### config.mk
export PLATFORM = sky130hd
export DESIGN_NAME = modem_status_loop
export DESIGN_NICKNAME = d
export VERILOG_FILES = /design/src/rtl/msl_pkg.sv /design/src/rtl/msl_sync.sv /design/src/rtl/msl_src_sel.sv /design/src/rtl/msl_status_reg.sv /design/src/rtl/modem_status_loop.sv
export SDC_FILE = /design/constraint.sdc
export NUM_CORES = 1
export LEC_CHECK = 0
export BUFFER_PORTS_ARGS = -buffer_cell sky130_fd_sc_hd__buf_2
export CORE_AREA = 10 10 47 49
export CTS_BUF_LIST = sky130_fd_sc_hd__clkbuf_4 sky130_fd_sc_hd__clkbuf_8
export DETAILED_ROUTE_END_ITERATION = 8
export DIE_AREA = 0 0 57 59
export PLACE_DENSITY_LB_ADDON = 0.3
export SLEW_MARGIN = 20
export SYNTH_ARGS = -nofsm -noshare
export SYNTH_HDL_FRONTEND = slang
export SYNTH_SLANG_ARGS = --single-unit
### constraint.sdc
create_clock -name clk -period 0.9 [get_ports clk]
set_clock_uncertainty 0.1 [all_clocks]
set_input_delay 0.045 -clock clk [delete_from_list [all_inputs] [get_ports clk]]
set_output_delay 0.045 -clock clk [all_outputs]
set_load 0.05 [all_outputs]
### src/rtl/msl_pkg.sv
package msl_pkg;
  // control byte bit positions
  localparam int CTL_DTR  = 0;
  localparam int CTL_RTS  = 1;
  localparam int CTL_OUT1 = 2;
  localparam int CTL_OUT2 = 3;
  localparam int CTL_LOOP = 4;

  localparam int LINES = 4;

  // line nibble, packed so that it maps onto status bits 7:4
  typedef struct packed {
    logic dcd;
    logic ri;
    logic dsr;
    logic cts;
  } mline_t;

  // lanes whose flag records only a 1-to-0 transition (ring lane)
  localparam logic [LINES-1:0] TRAIL_ONLY = 4'b0100;
endpackage

### src/rtl/msl_sync.sv
module msl_sync #(
  parameter int WIDTH  = 4,
  parameter int STAGES = 2
) (
  input  logic             clk,
  input  logic             rst,
  input  logic [WIDTH-1:0] d,
  output logic [WIDTH-1:0] q
);
  logic [WIDTH-1:0] stg [STAGES];

  for (genvar s = 0; s < STAGES; s++) begin : g_stage
    if (s == 0) begin : g_first
      always_ff @(posedge clk) begin
        if (rst) stg[0] <= '0;
        else     stg[0] <= d;
      end
    end else begin : g_next
      always_ff @(posedge clk) begin
        if (rst) stg[s] <= '0;
        else     stg[s] <= stg[s-1];
      end
    end
  end

  assign q = stg[STAGES-1];
endmodule

### src/rtl/msl_src_sel.sv
module msl_src_sel
  import msl_pkg::*;
(
  input  logic       loop_en,
  input  logic [3:0] ctl,
  input  mline_t     ext,
  output mline_t     src
);
  mline_t looped;

  always_comb begin
    looped.cts = ctl[CTL_RTS];
    looped.dsr = ctl[CTL_DTR];
    looped.ri  = ctl[CTL_OUT1];
    looped.dcd = ctl[CTL_OUT2];
    src = loop_en ? looped : ext;
  end
endmodule

### src/rtl/msl_status_reg.sv
module msl_status_reg
  import msl_pkg::*;
(
  input  logic             clk,
  input  logic             rst,
  input  mline_t           nxt,
  input  logic             rd,
  output logic [2*LINES-1:0] status
);
  logic [LINES-1:0] line_q;
  logic [LINES-1:0] flag_q;
  logic [LINES-1:0] event_w;
  logic [LINES-1:0] nxt_w;

  assign nxt_w = nxt;

  for (genvar i = 0; i < LINES; i++) begin : g_lane
    if (TRAIL_ONLY[i]) begin : g_trail
      assign event_w[i] = line_q[i] & ~nxt_w[i];
    end else begin : g_any
      assign event_w[i] = line_q[i] ^ nxt_w[i];
    end
  end

  always_ff @(posedge clk) begin
    if (rst) begin
      line_q <= '0;
      flag_q <= '0;
    end else begin
      line_q <= nxt_w;
      flag_q <= (rd ? '0 : flag_q) | event_w;
    end
  end

  assign status = {line_q, flag_q};
endmodule

### src/rtl/modem_status_loop.sv
module modem_status_loop
  import msl_pkg::*;
#(
  parameter int SYNC_STAGES = 2
) (
  input  logic       clk,
  input  logic       rst,
  input  logic [7:0] mcr_i,
  input  logic       cts_pin,
  input  logic       dsr_pin,
  input  logic       ri_pin,
  input  logic       dcd_pin,
  input  logic       msr_rd,
  output logic [7:0] msr_o
);
  logic [LINES-1:0] pins_raw;
  logic [LINES-1:0] pins_sync;
  mline_t           ext_line;
  mline_t           src_line;
  logic             unused_ctl_hi;

  assign pins_raw      = {dcd_pin, ri_pin, dsr_pin, cts_pin};
  assign unused_ctl_hi = ^mcr_i[7:5];

  msl_sync #(.WIDTH(LINES), .STAGES(SYNC_STAGES)) u_sync (
    .clk (clk),
    .rst (rst),
    .d   (pins_raw),
    .q   (pins_sync)
  );

  assign ext_line = pins_sync;

  msl_src_sel u_sel (
    .loop_en (mcr_i[CTL_LOOP]),
    .ctl     (mcr_i[3:0]),
    .ext     (ext_line),
    .src     (src_line)
  );

  msl_status_reg u_stat (
    .clk    (clk),
    .rst    (rst),
    .nxt    (src_line),
    .rd     (msr_rd),
    .status (msr_o)
  );
endmodule

==> report_table.html, run 1 <==
<table>
<tr><th>Metric</th><th>Value</th></tr>
<tr><th colspan="2">Setup path</th></tr>
<tr><td>Sequence of cells on the critical path</td><td>mux2i_1 &gt; xor2_1 &gt; a21oi_1</td></tr>
<tr><td>CP startpoint</td><td>u_sync.stg[1][1]</td></tr>
<tr><td>Critical path class</td><td>register to register</td></tr>
<tr><td>Worst Setup End Kind</td><td>register</td></tr>
<tr><td>CP max stage delay</td><td>slightly above 300 ps</td></tr>
<tr><td>Critical-path top delay cell</td><td>dfxtp_1</td></tr>
<tr><td>Cell family contributing the most delay on the critical path</td><td>flip-flops</td></tr>
<tr><td>Kind of start point of the critical path</td><td>register</td></tr>
<tr><td>Beginning of the worst register-to-register path</td><td>u_sync.stg[1][1]</td></tr>
<tr><td>Maximum fanout along the worst path</td><td>2</td></tr>
<tr><td>Required arrival time at the worst endpoint</td><td>roughly 970 ps</td></tr>
<tr><td>Arr. time, crit path</td><td>~1100 ps</td></tr>
<tr><td>Sum of buffers and inverters on the critical path</td><td>0</td></tr>
<tr><th colspan="2">Job</th></tr>
<tr><td>Number of max-capacitance violations reported</td><td>0</td></tr>
<tr><th colspan="2">STA</th></tr>
<tr><td>Slew headroom</td><td>0.818</td></tr>
<tr><td>Setup repair after global routing missed its margin</td><td>true</td></tr>
<tr><td>Crit path setup slack, layout</td><td>-75.0 ps</td></tr>
<tr><td>Minimum clock period</td><td>between 900 and 1000 ps</td></tr>
<tr><td>Final hold violation count</td><td>3</td></tr>
<tr><td>Worst-margin pin slew</td><td>273 ps</td></tr>
<tr><td>F_max</td><td>just over 1000 MHz</td></tr>
<tr><td>Pins Over Slew Limit</td><td>0</td></tr>
<tr><td>Worst hold slack</td><td>-63.4 ps</td></tr>
<tr><td>Fraction of the cycle the final worst path needs</td><td>1.08</td></tr>
<tr><td>Total setup violations reported at the end of the flow</td><td>11</td></tr>
<tr><th colspan="2">Clock network</th></tr>
<tr><td>Number of clock buffers inserted by TritonCTS</td><td>3</td></tr>
<tr><td>Clk pin slew, worst setup/hold paths</td><td>around 90 ps</td></tr>
<tr><td>Clock sinks</td><td>16</td></tr>
<tr><td>CTS Hold Bufs</td><td>5</td></tr>
<tr><td>Clock tree root buffer cell</td><td>clkbuf_4</td></tr>
<tr><td>Number of H-tree levels</td><td>1</td></tr>
<tr><td>TritonCTS clock tree</td><td>yes</td></tr>
<tr><td>Insertion delay to the later sink of the worst-skew pair</td><td>270 ps</td></tr>
<tr><td>Number of buffers between clock root and the deepest sink</td><td>2</td></tr>
<tr><th colspan="2">Layout</th></tr>
<tr><td>Antenna diode count</td><td>0</td></tr>
<tr><td>Area overhead of the layout relative to synthesis</td><td>63.7%</td></tr>
<tr><td>Number of filler instances in the final layout</td><td>about 120</td></tr>
<tr><td>Utilization after layout</td><td>0.604</td></tr>
<tr><td>Fraction of final layout cells sized beyond drive strength 1</td><td>0.500</td></tr>
<tr><td>Number of nets in the layout</td><td>between 90 and 100</td></tr>
<tr><td>Total non-filler cell area in the finished layout</td><td>846 um^2</td></tr>
<tr><th colspan="2">Die</th></tr>
<tr><td>Starting density of the core</td><td>0.369</td></tr>
<tr><td>Core Area</td><td>0.00140 mm^2</td></tr>
<tr><td>Floorplan die area</td><td>0.00336 mm^2</td></tr>
<tr><td>Std cell rows</td><td>14</td></tr>
<tr><td>Height of the die</td><td>between 50 and 60 um</td></tr>
<tr><td>Horizontal die dimension</td><td>57 um</td></tr>
<tr><td>I/O pin cnt</td><td>23</td></tr>
<tr><th colspan="2">Placement</th></tr>
<tr><td>Number of buffer cells added on primary ports</td><td>19</td></tr>
<tr><td>Placer Congestion</td><td>0.595</td></tr>
<tr><td>Placement Cell Area</td><td>around 640 um^2</td></tr>
<tr><td>Worst setup slack before clock tree synthesis</td><td>-73.2 ps</td></tr>
<tr><th colspan="2">Routing</th></tr>
<tr><td>DRC errors left</td><td>0</td></tr>
<tr><td>Detail-routed net length per standard cell</td><td>roughly 12 um</td></tr>
<tr><td>Avg Vias per Cell</td><td>roughly 4.5</td></tr>
<tr><td>Pre-antenna DRT Iters</td><td>2</td></tr>
<tr><td>Vias after detailed routing</td><td>approximately 420</td></tr>
<tr><td>Antenna-violating nets left</td><td>0</td></tr>
<tr><td>First DRT Iteration DRCs</td><td>2</td></tr>
<tr><td>Routed WL</td><td>between 1000 and 1500 um</td></tr>
<tr><th colspan="2">Logic synthesis</th></tr>
<tr><td>Top post-synthesis cells by count</td><td>dfxtp_1, nor2b_1, nor2_1</td></tr>
<tr><td>Mean cell area of the mapped netlist</td><td>11.2 um^2</td></tr>
<tr><td>Most numerous cell in the Yosys netlist</td><td>dfxtp_1</td></tr>
<tr><td>Post-synthesis sequential element count</td><td>16</td></tr>
<tr><td>Largest cells by area after synthesis</td><td>dfxtp_1, nor2b_1, mux2i_1</td></tr>
<tr><td>Count of flip-flops with a built-in enable after synthesis</td><td>0</td></tr>
<tr><td>Proportion of netlist area held by the largest area contributor</td><td>0.620</td></tr>
<tr><td>Synthesis warning total</td><td>0</td></tr>
<tr><td>Number of distinct library cells after synthesis</td><td>9</td></tr>
<tr><td>Top flip-flop cell by instance count after synthesis</td><td>dfxtp_1</td></tr>
<tr><td>Post-synthesis cell area</td><td>around 520 um^2</td></tr>
<tr><td>Sequential cell area fraction in the yosys report</td><td>0.620</td></tr>
<tr><td>Gate count after technology mapping</td><td>46</td></tr>
<tr><td>Syn Nets</td><td>61</td></tr>
<tr><td>Proportion of synthesized flip-flops having asynchronous set or reset</td><td>0</td></tr>
<tr><td>Largest area contributor in the synthesized netlist</td><td>dfxtp_1</td></tr>
<tr><th colspan="2">Power</th></tr>
<tr><td>Combinational Power Share</td><td>0.210</td></tr>
<tr><td>Internal power</td><td>~1.1 mW</td></tr>
<tr><td>Leakage dissipation</td><td>between 0.3 and 0.4 nW</td></tr>
<tr><td>Switching part of the total power</td><td>0.266</td></tr>
<tr><td>Net switching component of the power</td><td>~390 uW</td></tr>
<tr><td>Power consumption</td><td>1.45 mW</td></tr>
<tr><td>Peak supply drop</td><td>1030 uV</td></tr>
<tr><td>Sequential share of power</td><td>0.534</td></tr>
<tr><td>Clock Power Share</td><td>0.256</td></tr>
<tr><td>P per Cell Area</td><td>1710 mW/mm^2</td></tr>
<tr><th colspan="2">Hold path</th></tr>
<tr><td>Hold path startpoint</td><td>mcr_i[3]</td></tr>
<tr><td>Hold Path Class</td><td>input port to register</td></tr>
<tr><th colspan="2">Global routing</th></tr>
<tr><td>Number of global-route vias before repair</td><td>between 400 and 500</td></tr>
<tr><td>Total global routing track utilization</td><td>0.0695</td></tr>
<tr><td>Largest net degree at the start of global routing</td><td>17</td></tr>
<tr><td>Remaining global-route overflow</td><td>0</td></tr>
<tr><td>Wire length of the first global-routing pass</td><td>between 1500 and 2000 um</td></tr>
<tr><td>Number of antenna violations at the first check in global routing</td><td>0</td></tr>
<tr><th colspan="2">Outcome</th></tr>
<tr><td>Status</td><td>finished, violations left</td></tr>
<tr><td>Violations in the final reports</td><td>negative hold slack, negative setup slack</td></tr>
</table>
## cells in the final DEF (no fill, tap or decap)
cell type,synthesis,layout
xor2_1,3,3
mux2i_2,0,2
buf_8,0,8
dfxtp_4,0,4
a21oi_1,4,4
nor2_1,5,5
dfxtp_1,16,7
nor2b_1,9,9
buf_4,0,6
mux2i_1,4,2
nand2b_1,3,3
clkbuf_4,0,3
dlygate4sd3_1,0,5
clkinv_1,0,1
dfxtp_2,0,5
buf_2,1,11
## state kept, by name, indices dropped and copies added (netlist names)
| name | count |
|---|---|
| u_sync.stg | 8 |
| u_stat.flag_q | 4 |
| u_stat.line_q | 4 |
## stage by stage
| step | setup TNS, ps | cells | hold slack, ps |
|---|---|---|---|
| global route | -852 | 94 | -58.7 |
| finish | -398 | 94 | -63.4 |
| floorplan | 0 | 46 | 16.6 |
| CTS | -422 | 92 | -53.3 |
| global placement | -94.1 | 80 | 152 |
| detailed placement | -168 | 80 | 160 |
## worst paths after layout
kind                      endpoint  slack, ps  cells past startpoint
hold / removal    u_stat.line_q[3]        -60                      3
hold reg to reg   u_sync.stg[1][0]        320                      1
setup reg to reg  u_stat.flag_q[1]        -80                      3
setup / recovery  u_stat.flag_q[1]        -80                      3
## routing by layer
metal,vias up,GRT usage,share of wire
met4,0,0.0302,0.015
li1,208,-,-
met2,15,0.133,0.55
met5,-,0,0
met1,192,0.0503,0.32
met3,4,0.0494,0.11
## worst reg2reg max path: stages, from the launching register on
cell and delay [ps]:
dfxtp_1 310, mux2i_1 190, xor2_1 180, a21oi_1 80
## cell type report
type	instances	area [um^2]	share of cell area
Tap cell	16	20.0	0.0237
Clock buffer	3	22.5	0.0266
Multi-Input combinational cell	28	188	0.222
Sequential cell	16	342	0.404
Clock inverter	1	3.75	0.00444
Timing Repair Buffer	30	270	0.320
## power by group through the flow
stage | combinational [mW] | sequential, mW | clock [mW]
floorplan | 0.0649 | 0.866 | 0
finish | 0.304 | 0.774 | 0.371
CTS | 0.294 | 0.773 | 0.379
global placement | 0.207 | 0.776 | 0
global route | 0.322 | 0.779 | 0.428
detailed placement | 0.212 | 0.778 | 0
## kinds of logic (layout without fill, tap and decap cells)
kind of cell | after synthesis | in the layout | share of synthesized area
mux | 4 | 4 | 0.0775
buf+inv | 2 | 34 | 0.0315
simple gates | 17 | 17 | 0.182
compound gates | 4 | 4 | 0.0387
flops | 16 | 16 | 0.620
xor+xnor | 3 | 3 | 0.0509
## what timing repair did
| action | in CTS | in global routing |
|---|---|---|
| gates resized for setup | 26 | 1 |
| endpoints found under the setup margin | 11 | 13 |
| pin swaps | 6 | 0 |
| buffers inserted | 3 | 2 |
| endpoints found under the hold margin | 10 | 2 |
No activity file was read; power rests on OpenSTA's default activity.
==> run 2: changes to the inputs <==
MAX_ROUTING_LAYER = met4   (was default)
==> report_table.html, run 2 (synthesis results as in run 1) <==
<table>
<tr><th>Metric</th><th>Value</th></tr>
<tr><th colspan="2">STA</th></tr>
<tr><td>Total setup violations reported at the end of the flow</td><td>11</td></tr>
<tr><td>Setup repair after global routing missed its margin</td><td>true</td></tr>
<tr><td>Slew headroom</td><td>0.818</td></tr>
<tr><td>F_max</td><td>around 1000 MHz</td></tr>
<tr><td>Final hold violation count</td><td>3</td></tr>
<tr><td>Fraction of the cycle the final worst path needs</td><td>1.08</td></tr>
<tr><td>Worst-margin pin slew</td><td>~270 ps</td></tr>
<tr><td>Pins Over Slew Limit</td><td>0</td></tr>
<tr><td>Crit path setup slack, layout</td><td>-75.0 ps</td></tr>
<tr><td>Worst hold slack</td><td>-63.4 ps</td></tr>
<tr><td>Minimum clock period</td><td>about 980 ps</td></tr>
<tr><th colspan="2">Placement</th></tr>
<tr><td>Placement Cell Area</td><td>roughly 640 um^2</td></tr>
<tr><td>Placer Congestion</td><td>between 0.5 and 0.6</td></tr>
<tr><td>Number of placed cells counting well taps</td><td>80</td></tr>
<tr><td>Worst setup slack before clock tree synthesis</td><td>-73.2 ps</td></tr>
<tr><td>Number of buffer cells added on primary ports</td><td>19</td></tr>
<tr><th colspan="2">Layout</th></tr>
<tr><td>Sequential cell area</td><td>~340 um^2</td></tr>
<tr><td>Most common library cell in the layout ignoring fill and taps</td><td>buf_2</td></tr>
<tr><td>Most flop-heavy register</td><td>u_sync.stg</td></tr>
<tr><td>Filler-free cell count of the finished design</td><td>94</td></tr>
<tr><td>Antenna diode count</td><td>0</td></tr>
<tr><td>Total non-filler cell area in the finished layout</td><td>approximately 850 um^2</td></tr>
<tr><td>Area of the multi-input gates</td><td>around 190 um^2</td></tr>
<tr><td>Max FFs per register</td><td>8</td></tr>
<tr><td>Largest registers ranked by flip-flop count</td><td>u_sync.stg (8), u_stat.flag_q (4), u_stat.line_q (4)</td></tr>
<tr><td>Leading cell types in the layout, fill and taps excluded</td><td>buf_2, nor2b_1, buf_8</td></tr>
<tr><td>Fraction of final layout cells sized beyond drive strength 1</td><td>0.500</td></tr>
<tr><td>Number of nets in the layout</td><td>94</td></tr>
<tr><td>Area overhead of the layout relative to synthesis</td><td>63.7%</td></tr>
<tr><td>Number of filler instances in the final layout</td><td>~120</td></tr>
<tr><th colspan="2">Power</th></tr>
<tr><td>P per Cell Area</td><td>between 1500 and 2000 mW/mm^2</td></tr>
<tr><td>Net switching component of the power</td><td>roughly 390 uW</td></tr>
<tr><td>Leakage dissipation</td><td>0.374 nW</td></tr>
<tr><td>Internal power</td><td>roughly 1.1 mW</td></tr>
<tr><td>Power consumption</td><td>1.45 mW</td></tr>
<tr><td>Clock Power Share</td><td>0.256</td></tr>
<tr><td>Combinational Power Share</td><td>0.210</td></tr>
<tr><td>Sequential share of power</td><td>0.534</td></tr>
<tr><td>Peak supply drop</td><td>approximately 1000 uV</td></tr>
<tr><td>Switching part of the total power</td><td>0.266</td></tr>
<tr><th colspan="2">Setup path</th></tr>
<tr><td>Kind of start point of the critical path</td><td>register</td></tr>
<tr><td>Required arrival time at the worst endpoint</td><td>970 ps</td></tr>
<tr><td>Critical path class</td><td>register to register</td></tr>
<tr><td>Worst Setup End Kind</td><td>register</td></tr>
<tr><td>Arr. time, crit path</td><td>1050 ps</td></tr>
<tr><td>Maximum fanout along the worst path</td><td>2</td></tr>
<tr><th colspan="2">Global routing</th></tr>
<tr><td>Total global routing track utilization</td><td>0.0715</td></tr>
<tr><td>Wire length of the first global-routing pass</td><td>1880 um</td></tr>
<tr><td>Largest net degree at the start of global routing</td><td>17</td></tr>
<tr><td>Number of antenna violations at the first check in global routing</td><td>0</td></tr>
<tr><td>Remaining global-route overflow</td><td>0</td></tr>
<tr><td>Number of global-route vias before repair</td><td>469</td></tr>
<tr><th colspan="2">Clock network</th></tr>
<tr><td>Clock tree root buffer cell</td><td>clkbuf_4</td></tr>
<tr><td>Number of clock buffers inserted by TritonCTS</td><td>3</td></tr>
<tr><td>Number of buffers between clock root and the deepest sink</td><td>2</td></tr>
<tr><td>Clock sinks</td><td>16</td></tr>
<tr><td>CTS Hold Bufs</td><td>5</td></tr>
<tr><td>Insertion delay to the later sink of the worst-skew pair</td><td>270 ps</td></tr>
<tr><td>Clk pin slew, worst setup/hold paths</td><td>about 90 ps</td></tr>
<tr><td>TritonCTS clock tree</td><td>yes</td></tr>
<tr><td>Number of H-tree levels</td><td>1</td></tr>
<tr><th colspan="2">Routing</th></tr>
<tr><td>Detailed-routed wire length on met3</td><td>~110 um</td></tr>
<tr><td>Antenna-violating nets left</td><td>0</td></tr>
<tr><td>First DRT Iteration DRCs</td><td>2</td></tr>
<tr><td>Highest routed layer</td><td>met4</td></tr>
<tr><td>Routed WL</td><td>~1100 um</td></tr>
<tr><td>DRC errors left</td><td>0</td></tr>
<tr><td>WL met2</td><td>roughly 600 um</td></tr>
<tr><td>Total routed wire length on the met1 layer</td><td>between 300 and 400 um</td></tr>
<tr><td>Avg Vias per Cell</td><td>around 4.5</td></tr>
<tr><td>Pre-antenna DRT Iters</td><td>2</td></tr>
<tr><td>Vias after detailed routing</td><td>about 420</td></tr>
<tr><td>Detail-routed net length per standard cell</td><td>between 10 and 15 um</td></tr>
<tr><th colspan="2">Die</th></tr>
<tr><td>Floorplan die area</td><td>0.00336 mm^2</td></tr>
<tr><td>Horizontal die dimension</td><td>~57 um</td></tr>
<tr><td>Std cell rows</td><td>14</td></tr>
<tr><td>Height of the die</td><td>just under 60 um</td></tr>
<tr><td>Core Area</td><td>about 0.0014 mm^2</td></tr>
<tr><td>I/O pin cnt</td><td>23</td></tr>
<tr><td>Starting density of the core</td><td>0.369</td></tr>
<tr><th colspan="2">Outcome</th></tr>
<tr><td>Violations in the final reports</td><td>negative hold slack, negative setup slack</td></tr>
<tr><td>Status</td><td>finished, violations left</td></tr>
<tr><th colspan="2">Hold path</th></tr>
<tr><td>Hold Path Class</td><td>input port to register</td></tr>
<tr><th colspan="2">Job</th></tr>
<tr><td>Number of max-capacitance violations reported</td><td>0</td></tr>
</table>
## run 2: repair_timing
item,in CTS,in global routing
endpoints found under the hold margin,10,2
endpoints found under the setup margin,11,13
setup buffers,3,2
pin swaps,6,0
gates resized for setup,26,1
## run 2: layer usage
layer	track usage	up-vias
met5	-	-
met4	0.0302	0
met3	0.0451	4
met2	0.133	15
met1	0.0528	192
li1	-	208
## run 2: cell type report
class,instances,share of cell area
Clock inverter,1,0.00444
Tap cell,16,0.0237
Multi-Input combinational cell,28,0.222
Timing Repair Buffer,30,0.320
Sequential cell,16,0.404
Clock buffer,3,0.0266
## run 2: power groups by stage
stage | Clock (mW) | Combinational, mW | Sequential (mW)
CTS | 0.379 | 0.294 | 0.773
detailed placement | 0 | 0.212 | 0.778
floorplan | 0 | 0.0649 | 0.866
finish | 0.371 | 0.304 | 0.774
global route | 0.428 | 0.322 | 0.779
global placement | 0 | 0.207 | 0.776
## run 2: worst paths after layout
check                   start  slack [ps]  cells past startpoint                to
max reg2reg  u_sync.stg[1][1]         -80                      3  u_stat.flag_q[1]
min reg2reg  u_sync.stg[0][0]         320                      1  u_sync.stg[1][0]
max          u_sync.stg[1][1]         -80                      3  u_stat.flag_q[1]
min                  mcr_i[3]         -60                      3  u_stat.line_q[3]
## run 2: stage by stage
stage	setup TNS (ps)	util
6_report	-398	0.604
3_5_place_dp	-168	0.459
4_1_cts	-422	0.590
3_3_place_gp	-94.1	0.459
5_1_grt	-852	0.604
2_1_floorplan	0	-
## run 2: worst max-delay path: stages, from the launching register on
cell and delay, ps:
dfxtp_1 310, mux2i_1 190, xor2_1 180, a21oi_1 80
